<file path="src/rtl/pld_pkg.sv">
package pld_pkg;
    localparam int BYTE_W = 8;

    typedef enum logic {
        DIR_TX = 1'b0,
        DIR_RX = 1'b1
    } pld_dir_e;
endpackage

</file>
<file path="src/rtl/pld_tx_ser.sv">
module pld_tx_ser
    import pld_pkg::*;
#(
    parameter int WORD_W = 32,
    parameter int LEN_W  = 12
) (
    input  logic              clk,
    input  logic              rst,
    input  logic              start,
    input  logic [LEN_W-1:0]  len,
    input  logic              abort,
    input  logic              nack,
    input  logic              in_valid,
    input  logic [WORD_W-1:0] in_data,
    output logic              in_ready,
    output logic              b_valid,
    output logic [BYTE_W-1:0] b_data,
    input  logic              b_ready,
    output logic              done,
    output logic [LEN_W-1:0]  count,
    output logic              busy
);
    localparam int BPW   = WORD_W / BYTE_W;
    localparam int IDX_W = (BPW > 1) ? $clog2(BPW) : 1;

    logic              active, have;
    logic [WORD_W-1:0] word;
    logic [IDX_W-1:0]  idx;
    logic [LEN_W-1:0]  sent, total;
    logic              take, last_in_word, final_b, stop, pop;

    assign take         = b_valid & b_ready;
    assign last_in_word = (idx == IDX_W'(BPW - 1));
    assign final_b      = take && ((sent + LEN_W'(1)) == total);
    assign stop         = active & (abort | nack);
    assign in_ready     = active & ~stop & (~have | (take & last_in_word & ~final_b));
    assign pop          = in_valid & in_ready;
    assign b_valid      = active & have;
    assign b_data       = word[int'(idx)*BYTE_W +: BYTE_W];
    assign busy         = active;

    always_ff @(posedge clk) begin
        if (rst) begin
            active <= 1'b0;
            have   <= 1'b0;
            word   <= '0;
            idx    <= '0;
            sent   <= '0;
            total  <= '0;
            done   <= 1'b0;
            count  <= '0;
        end else begin
            done <= 1'b0;
            if (start && !active) begin
                if (len == '0) begin
                    done  <= 1'b1;
                    count <= '0;
                end else begin
                    active <= 1'b1;
                    have   <= 1'b0;
                    idx    <= '0;
                    sent   <= '0;
                    total  <= len;
                end
            end else if (active) begin
                if (stop) begin
                    active <= 1'b0;
                    have   <= 1'b0;
                    done   <= 1'b1;
                    count  <= nack ? '0 : sent + LEN_W'(take);
                end else begin
                    if (take) begin
                        sent <= sent + LEN_W'(1);
                        idx  <= idx + IDX_W'(1);
                    end
                    if (final_b) begin
                        active <= 1'b0;
                        have   <= 1'b0;
                        done   <= 1'b1;
                        count  <= sent + LEN_W'(1);
                    end else if (pop) begin
                        word <= in_data;
                        have <= 1'b1;
                        idx  <= '0;
                    end else if (take && last_in_word) begin
                        have <= 1'b0;
                    end
                end
            end
        end
    end

    AST_TX_BYTE_HOLD: assert property (@(posedge clk) disable iff (rst)
        (b_valid && !b_ready && !abort && !nack) |=> (b_valid && $stable(b_data)));
    AST_TX_DONE_PULSE: assert property (@(posedge clk) disable iff (rst)
        done |=> !done);
    AST_TX_COUNT_BOUND: assert property (@(posedge clk) disable iff (rst)
        (done && $past(active)) |-> (count <= total));
endmodule

</file>
<file path="src/rtl/pld_rx_pack.sv">
module pld_rx_pack
    import pld_pkg::*;
#(
    parameter int WORD_W = 32,
    parameter int LEN_W  = 12
) (
    input  logic              clk,
    input  logic              rst,
    input  logic              start,
    input  logic [LEN_W-1:0]  len,
    input  logic              abort,
    input  logic              in_valid,
    input  logic [BYTE_W-1:0] in_byte,
    input  logic              in_end,
    output logic              in_ready,
    output logic              out_valid,
    output logic [WORD_W-1:0] out_data,
    input  logic              out_ready,
    output logic              done,
    output logic [LEN_W-1:0]  count,
    output logic              busy
);
    localparam int BPW   = WORD_W / BYTE_W;
    localparam int IDX_W = (BPW > 1) ? $clog2(BPW) : 1;

    logic              active, flush;
    logic [WORD_W-1:0] acc, acc_n;
    logic [IDX_W-1:0]  idx;
    logic [LEN_W-1:0]  got, got_n, total;
    logic              take, full_push, last_b, ending, partial, flush_go;

    assign in_ready  = active & (~out_valid | out_ready);
    assign take      = in_valid & in_ready;
    assign got_n     = got + LEN_W'(take);
    assign last_b    = take && (got_n == total);
    assign full_push = take && ((idx == IDX_W'(BPW - 1)) || last_b);
    assign ending    = active & (in_end | abort) & ~last_b;
    assign partial   = take ? ~full_push : (idx != '0);
    assign flush_go  = flush & (~out_valid | out_ready);
    assign busy      = active | flush;

    always_comb begin
        acc_n = (idx == '0) ? '0 : acc;
        if (take) begin
            acc_n[(BPW - 1 - int'(idx))*BYTE_W +: BYTE_W] = in_byte;
        end
    end

    always_ff @(posedge clk) begin
        if (rst) begin
            active    <= 1'b0;
            flush     <= 1'b0;
            acc       <= '0;
            idx       <= '0;
            got       <= '0;
            total     <= '0;
            out_valid <= 1'b0;
            out_data  <= '0;
            done      <= 1'b0;
            count     <= '0;
        end else begin
            done <= 1'b0;
            if (full_push || flush_go) begin
                out_valid <= 1'b1;
                out_data  <= flush ? acc : acc_n;
            end else if (out_ready) begin
                out_valid <= 1'b0;
            end

            if (flush_go) begin
                flush <= 1'b0;
                done  <= 1'b1;
            end

            if (start && !active && !flush) begin
                if (len == '0) begin
                    done  <= 1'b1;
                    count <= '0;
                end else begin
                    active <= 1'b1;
                    idx    <= '0;
                    got    <= '0;
                    total  <= len;
                end
            end else if (active) begin
                if (take) begin
                    got <= got_n;
                    if (full_push) begin
                        idx <= '0;
                    end else begin
                        idx <= idx + IDX_W'(1);
                        acc <= acc_n;
                    end
                end
                if (last_b) begin
                    active <= 1'b0;
                    done   <= 1'b1;
                    count  <= got_n;
                end else if (ending) begin
                    active <= 1'b0;
                    count  <= got_n;
                    if (partial) begin
                        flush <= 1'b1;
                    end else begin
                        done <= 1'b1;
                    end
                end
            end
        end
    end

    AST_RX_WORD_HOLD: assert property (@(posedge clk) disable iff (rst)
        (out_valid && !out_ready) |=> (out_valid && $stable(out_data)));
    AST_RX_DONE_PULSE: assert property (@(posedge clk) disable iff (rst)
        done |=> !done);
    AST_RX_COUNT_BOUND: assert property (@(posedge clk) disable iff (rst)
        done |-> (count <= total));
endmodule

</file>
<file path="src/rtl/pld_packer.sv">
module pld_packer
    import pld_pkg::*;
#(
    parameter int WORD_W = 32,
    parameter int LEN_W  = 12
) (
    input  logic              clk,
    input  logic              rst,
    input  logic              start,
    input  logic              dir_rx,
    input  logic [LEN_W-1:0]  xfer_len,
    input  logic              abort,
    input  logic              tx_nack,
    output logic              done,
    output logic [LEN_W-1:0]  xfer_count,
    input  logic              txf_valid,
    input  logic [WORD_W-1:0] txf_data,
    output logic              txf_ready,
    output logic              tx_byte_valid,
    output logic [7:0]        tx_byte,
    input  logic              tx_byte_ready,
    input  logic              rx_byte_valid,
    input  logic [7:0]        rx_byte,
    input  logic              rx_end,
    output logic              rx_byte_ready,
    output logic              rxf_valid,
    output logic [WORD_W-1:0] rxf_data,
    input  logic              rxf_ready
);
    logic             tx_busy, rx_busy, tx_done, rx_done, go;
    logic [LEN_W-1:0] tx_cnt, rx_cnt;
    pld_dir_e         dir;

    assign dir = pld_dir_e'(dir_rx);
    assign go  = start & ~tx_busy & ~rx_busy;

    pld_tx_ser #(.WORD_W(WORD_W), .LEN_W(LEN_W)) u_tx (
        .clk(clk), .rst(rst), .start(go && dir == DIR_TX), .len(xfer_len),
        .abort(abort), .nack(tx_nack),
        .in_valid(txf_valid), .in_data(txf_data), .in_ready(txf_ready),
        .b_valid(tx_byte_valid), .b_data(tx_byte), .b_ready(tx_byte_ready),
        .done(tx_done), .count(tx_cnt), .busy(tx_busy)
    );

    pld_rx_pack #(.WORD_W(WORD_W), .LEN_W(LEN_W)) u_rx (
        .clk(clk), .rst(rst), .start(go && dir == DIR_RX), .len(xfer_len),
        .abort(abort), .in_valid(rx_byte_valid), .in_byte(rx_byte),
        .in_end(rx_end), .in_ready(rx_byte_ready),
        .out_valid(rxf_valid), .out_data(rxf_data), .out_ready(rxf_ready),
        .done(rx_done), .count(rx_cnt), .busy(rx_busy)
    );

    assign done       = tx_done | rx_done;
    assign xfer_count = tx_done ? tx_cnt : rx_cnt;

    AST_ONE_DONE: assert property (@(posedge clk) disable iff (rst)
        $onehot0({tx_done, rx_done}));
    AST_IDLE_QUIET: assert property (@(posedge clk) disable iff (rst)
        (!tx_busy && !rx_busy) |-> (!tx_byte_valid && !rx_byte_ready && !txf_ready));
endmodule

</file>
<file path="config.mk">
export PLATFORM = sky130hd
export DESIGN_NAME = pld_packer
export DESIGN_NICKNAME = d
export VERILOG_FILES = /design/src/rtl/pld_pkg.sv /design/src/rtl/pld_tx_ser.sv /design/src/rtl/pld_rx_pack.sv /design/src/rtl/pld_packer.sv
export SDC_FILE = /design/constraint.sdc
export NUM_CORES = 1
export LEC_CHECK = 0
export BUFFER_PORTS_ARGS = -buffer_cell sky130_fd_sc_hd__buf_4
export CORE_UTILIZATION = 53
export DETAILED_ROUTE_END_ITERATION = 10
export GPL_ROUTABILITY_DRIVEN = 0
export GPL_TIMING_DRIVEN = 0
export PLACE_DENSITY = 0.77
export SETUP_SLACK_MARGIN = 0.02
export SLEW_MARGIN = 25
export SYNTH_ARGS = -nofsm -noshare
export SYNTH_HDL_FRONTEND = slang
export SYNTH_SLANG_ARGS = --single-unit
export TNS_END_PERCENT = 1
</file>
<file path="constraint.sdc">
create_clock -name clk -period 3.85 [get_ports clk]
set_clock_uncertainty 0.15 [all_clocks]
set_input_delay 0.385 -clock clk [delete_from_list [all_inputs] [get_ports clk]]
set_output_delay 0.385 -clock clk [all_outputs]
set_load 0.01 [all_outputs]
</file>
==> key figures <==
STA
  – Final Critical Period: roughly 3.8 ns
  – Maximum clock frequency: about 0.27 GHz
  – Final Cycle Share: 0.976
  – Final setup fails: 0
  – Hold Violations, Final: 0
  – Unrepaired setup endpoints after global routing: false
  – Worst Max-Slew Pin Slew: 0.826 ns
  – Worst slew margin: 0.448
  – Final Worst Setup Slack: about 0.092 ns
  – Slew Limit Fails: 0

Logic synthesis
  – Post-synth top area share: 0.376
  – Ys Warns: 0
  – Syn Std Cell Area: around 9500 sq um
  – Sequential share of the synthesized area: 0.376
  – #FFs+latches synth: about 180
  – Post-synth EDFFs: 0
  – Distinct cells, synth: 76
  – Post-Syn Instances: 1083
  – Predominant post-synthesis flop cell: dfxtp_1
  – Syn avg cell area: 8.81 sq um
  – Cell taking the most area after synthesis: dfxtp_1
  – Post-synth net total: between 1000 and 1500
  – Area contributors post-synth: dfxtp_1 38%, mux2i_1 6.1%, nand2b_1 5.0%, nand2_1 3.7%, nor2_1 3.7%
  – Async S/R FF share, synth: 0

Worst setup path
  – Critical Path Source: u_rx.out_valid
  – Critical path's top delay family: simple AND/OR/NAND/NOR gates
  – Worst reg2reg endpoint: u_rx.count[4]
  – Critical path depth: 15
  – Crit-path most repeated cell: buf_6
  – Worst Setup EP: u_rx.count[4]
  – Startpoint types: flop
  – Arrival time worst endpoint: about 4 ns
  – R2R depth: 15
  – Critical path data required time: between 4 and 5 ns
  – WP buf/inv: 5
  – Worst Path Max Fanout: 11
  – Critical path type: flop to flop
  – Crit-path max cell delay: between 0.4 and 0.5 ns
  – Worst r2r src: u_rx.out_valid
  – Slowest CP cell: or4b_1
  – Crit-path cells: nand2b_4, nand3_4, inv_2, buf_6, clkbuf_8, ha_4, nand3_2, or3_4, o31ai_4, nand3_1, or4b_1, buf_2, and3_4, buf_6, a22o_1
  – Crit path capture type: flop
  – Reg2reg setup slack: about 0.09 ns

Global route
  – Vias in the first global route: 8258
  – Initial antenna violation count: 0
  – Remaining global-route overflow: 0
  – Largest net degree at the start of global routing: 19
  – GRT Total Usage: 0.307
  – First-pass GRT wire length: approximately 44000 um

Clocking
  – Clk slew on worst S/H paths: 0.08 ns
  – Root Buffer: clkbuf_16
  – CTS tree: yes
  – Max H-tree Level: 4
  – Worst-Skew Late Latency: 0.46 ns
  – CTS Buffer Depth: 2
  – Hold_buf cts: 0
  – Clock Sinks: 179
  – Cts bufs inserted: 17

Min path
  – Hold Path Class: input port to flop

Placed design
  – I/O Buffers: 119
  – Setup Slack @ Placement: -0.965 ns
  – Detailed placement HPWL: 20300 um
  – Placed cells: around 1400

Floorplanning
  – Die W: roughly 140 um
  – Starting Density: 0.548
  – Core area: 17400 sq um
  – Number of I/O pins: 120
  – Die height: around 140 um
  – Die area: ~19000 sq um
  – # rows: between 40 and 50

Cells and area
  – Nets: about 1300
  – Final std cells w/o fill: roughly 1500
  – Commonest non-fill, non-tap cell in the layout: dfxtp_1
  – Commonest non-fill, non-tap cells in the layout: 178 x dfxtp_1, 126 x buf_4, 93 x nand2_1
  – Area grow syn2layout: 20.2%
  – Antenna diodes: 0
  – Share of layout cells above drive strength 1: 0.213

Run status
  – Status: finished clean

Power and ir drop
  – Worst vdd ir: just under 0.0004 V
  – Lkg Pwr: between 0.004 and 0.005 uW
  – Power per standard cell area: around 350 nW/um^2

Route
  – Antenna viol nets, final: 0
  – DRC viols: 0
  – Vias per cell: just over 6
  – Routed WL per cell: approximately 19 um
  – Vias: between 9000 and 10000
  – First DRT Iteration DRCs: approximately 1100
  – First drt pass iteration count: 8
  – Detailed Route WL: between 20000 and 30000 um

Run
  – Max Cap Viol: 0
worst reg2reg max path: cells and delay by family, from the launching register on:
family	cells	cell delay, ns
AND/OR/NAND/NOR	7	1.62
buffers and inverters	5	0.79
AO/OA/AOI/OAI	2	0.57
flip-flops	1	0.34
adder cells (fa/ha/maj)	1	0.18
report_power, final:
part | internal [uW] | switching (uW)
clock | 880 | 851
sequential | 1870 | 21.7
combinational | 166 | 251
flip-flops by register name, indices dropped and copies added (netlist names), 2 cells and up:
register,count
u_rx.acc,32
u_rx.count,12
u_rx.got,12
u_rx.idx,2
u_rx.out_data,32
u_rx.total,12
u_tx.count,12
u_tx.idx,2
u_tx.sent,12
u_tx.total,12
u_tx.word,32
layout make-up:
type                    instances  area [sq um]
fillers                      1489          5950
multi-input cells             806          5660
flip-flops and latches        179          3590
repair buffers                121           908
clock buffers                  19           443
plain buffers                  86           408
well taps                     225           282
clock inverters                13           134
inverters                      12          45.0
cells in the mapped netlist (6+ instances only):
| master | count |
|---|---|
| nand3_1 | 26 |
| and2_1 | 13 |
| clkbuf_1 | 64 |
| mux2i_1 | 58 |
| xor2_1 | 17 |
| nor3_1 | 26 |
| o31ai_1 | 27 |
| inv_1 | 10 |
| or4b_2 | 26 |
| and3_1 | 6 |
| a32o_1 | 18 |
| a211oi_1 | 13 |
| mux2_2 | 14 |
| a31o_2 | 9 |
| o21a_1 | 12 |
| nor2_1 | 93 |
| dfxtp_1 | 179 |
| nand2b_1 | 77 |
| a31oi_1 | 9 |
| o211ai_1 | 6 |
| a22o_1 | 10 |
| o21ai_0 | 32 |
| nand2_1 | 93 |
| a22oi_1 | 27 |
| xnor2_1 | 18 |
| a311oi_1 | 6 |
| ha_1 | 12 |
| buf_2 | 10 |
| a21oi_1 | 64 |
| nand4_1 | 9 |
| mux4_2 | 8 |
| or3_1 | 7 |
how the worst min path moves through the flow:
stage / from / slack (ns) / end / depth (start not counted)
3_3_place_gp: u_rx.acc[1] / 0.29 / u_rx.acc[1] / 1
5_1_grt: txf_data[14] / 0.05 / u_tx.word[14] / 3
3_5_place_dp: u_rx.acc[1] / 0.30 / u_rx.acc[1] / 1
4_1_cts: txf_data[29] / 0.04 / u_tx.word[29] / 3
2_1_floorplan: u_rx.count[9] / 0.27 / u_rx.count[9] / 1
6_report: txf_data[30] / 0.04 / u_tx.word[30] / 3
kinds of logic (layout without fill, tap and decap cells):
logic type               Yosys count  count (layout)  synth area share
AND/OR/NAND/NOR                  410             410             0.231
AO/OA/AOI/OAI                    265             265             0.197
flip-flops                       179             179             0.376
buffers and inverters             98             251            0.0425
multiplexers                      80              80            0.0963
XOR/XNOR                          39              39            0.0416
adder cells (fa/ha/maj)           12              12            0.0157
routing by layer:
metal	vias up	share of wire	GRT usage
li1	4241	-	-
met1	4267	0.43	0.404
met2	435	0.46	0.482
met3	74	0.084	0.0727
met4	0	0.031	0.120
met5	-	0	0
repair_timing:
action,in CTS,in global routing
setup buffers,1,1
resized for setup,26,14
endpoints found under the setup margin,82,82
pin swaps,3,3
metrics by stage:
step | hold WS, ns | total power (uW) | TNS (ns) | util | area, sq um
floorplan | 0.272 | 2170 | 0 | - | 9540
detailed placement | 0.296 | 2330 | -60.96 | 0.616 | 10700
CTS | 0.0354 | 4030 | -0.0181 | 0.655 | 11400
finish | 0.0373 | 4040 | 0 | 0.658 | 11500
global route | 0.0503 | 4150 | 0 | 0.658 | 11500
global placement | 0.292 | 2330 | -58.50 | 0.615 | 10700
Power figures use the tool's default switching activity.
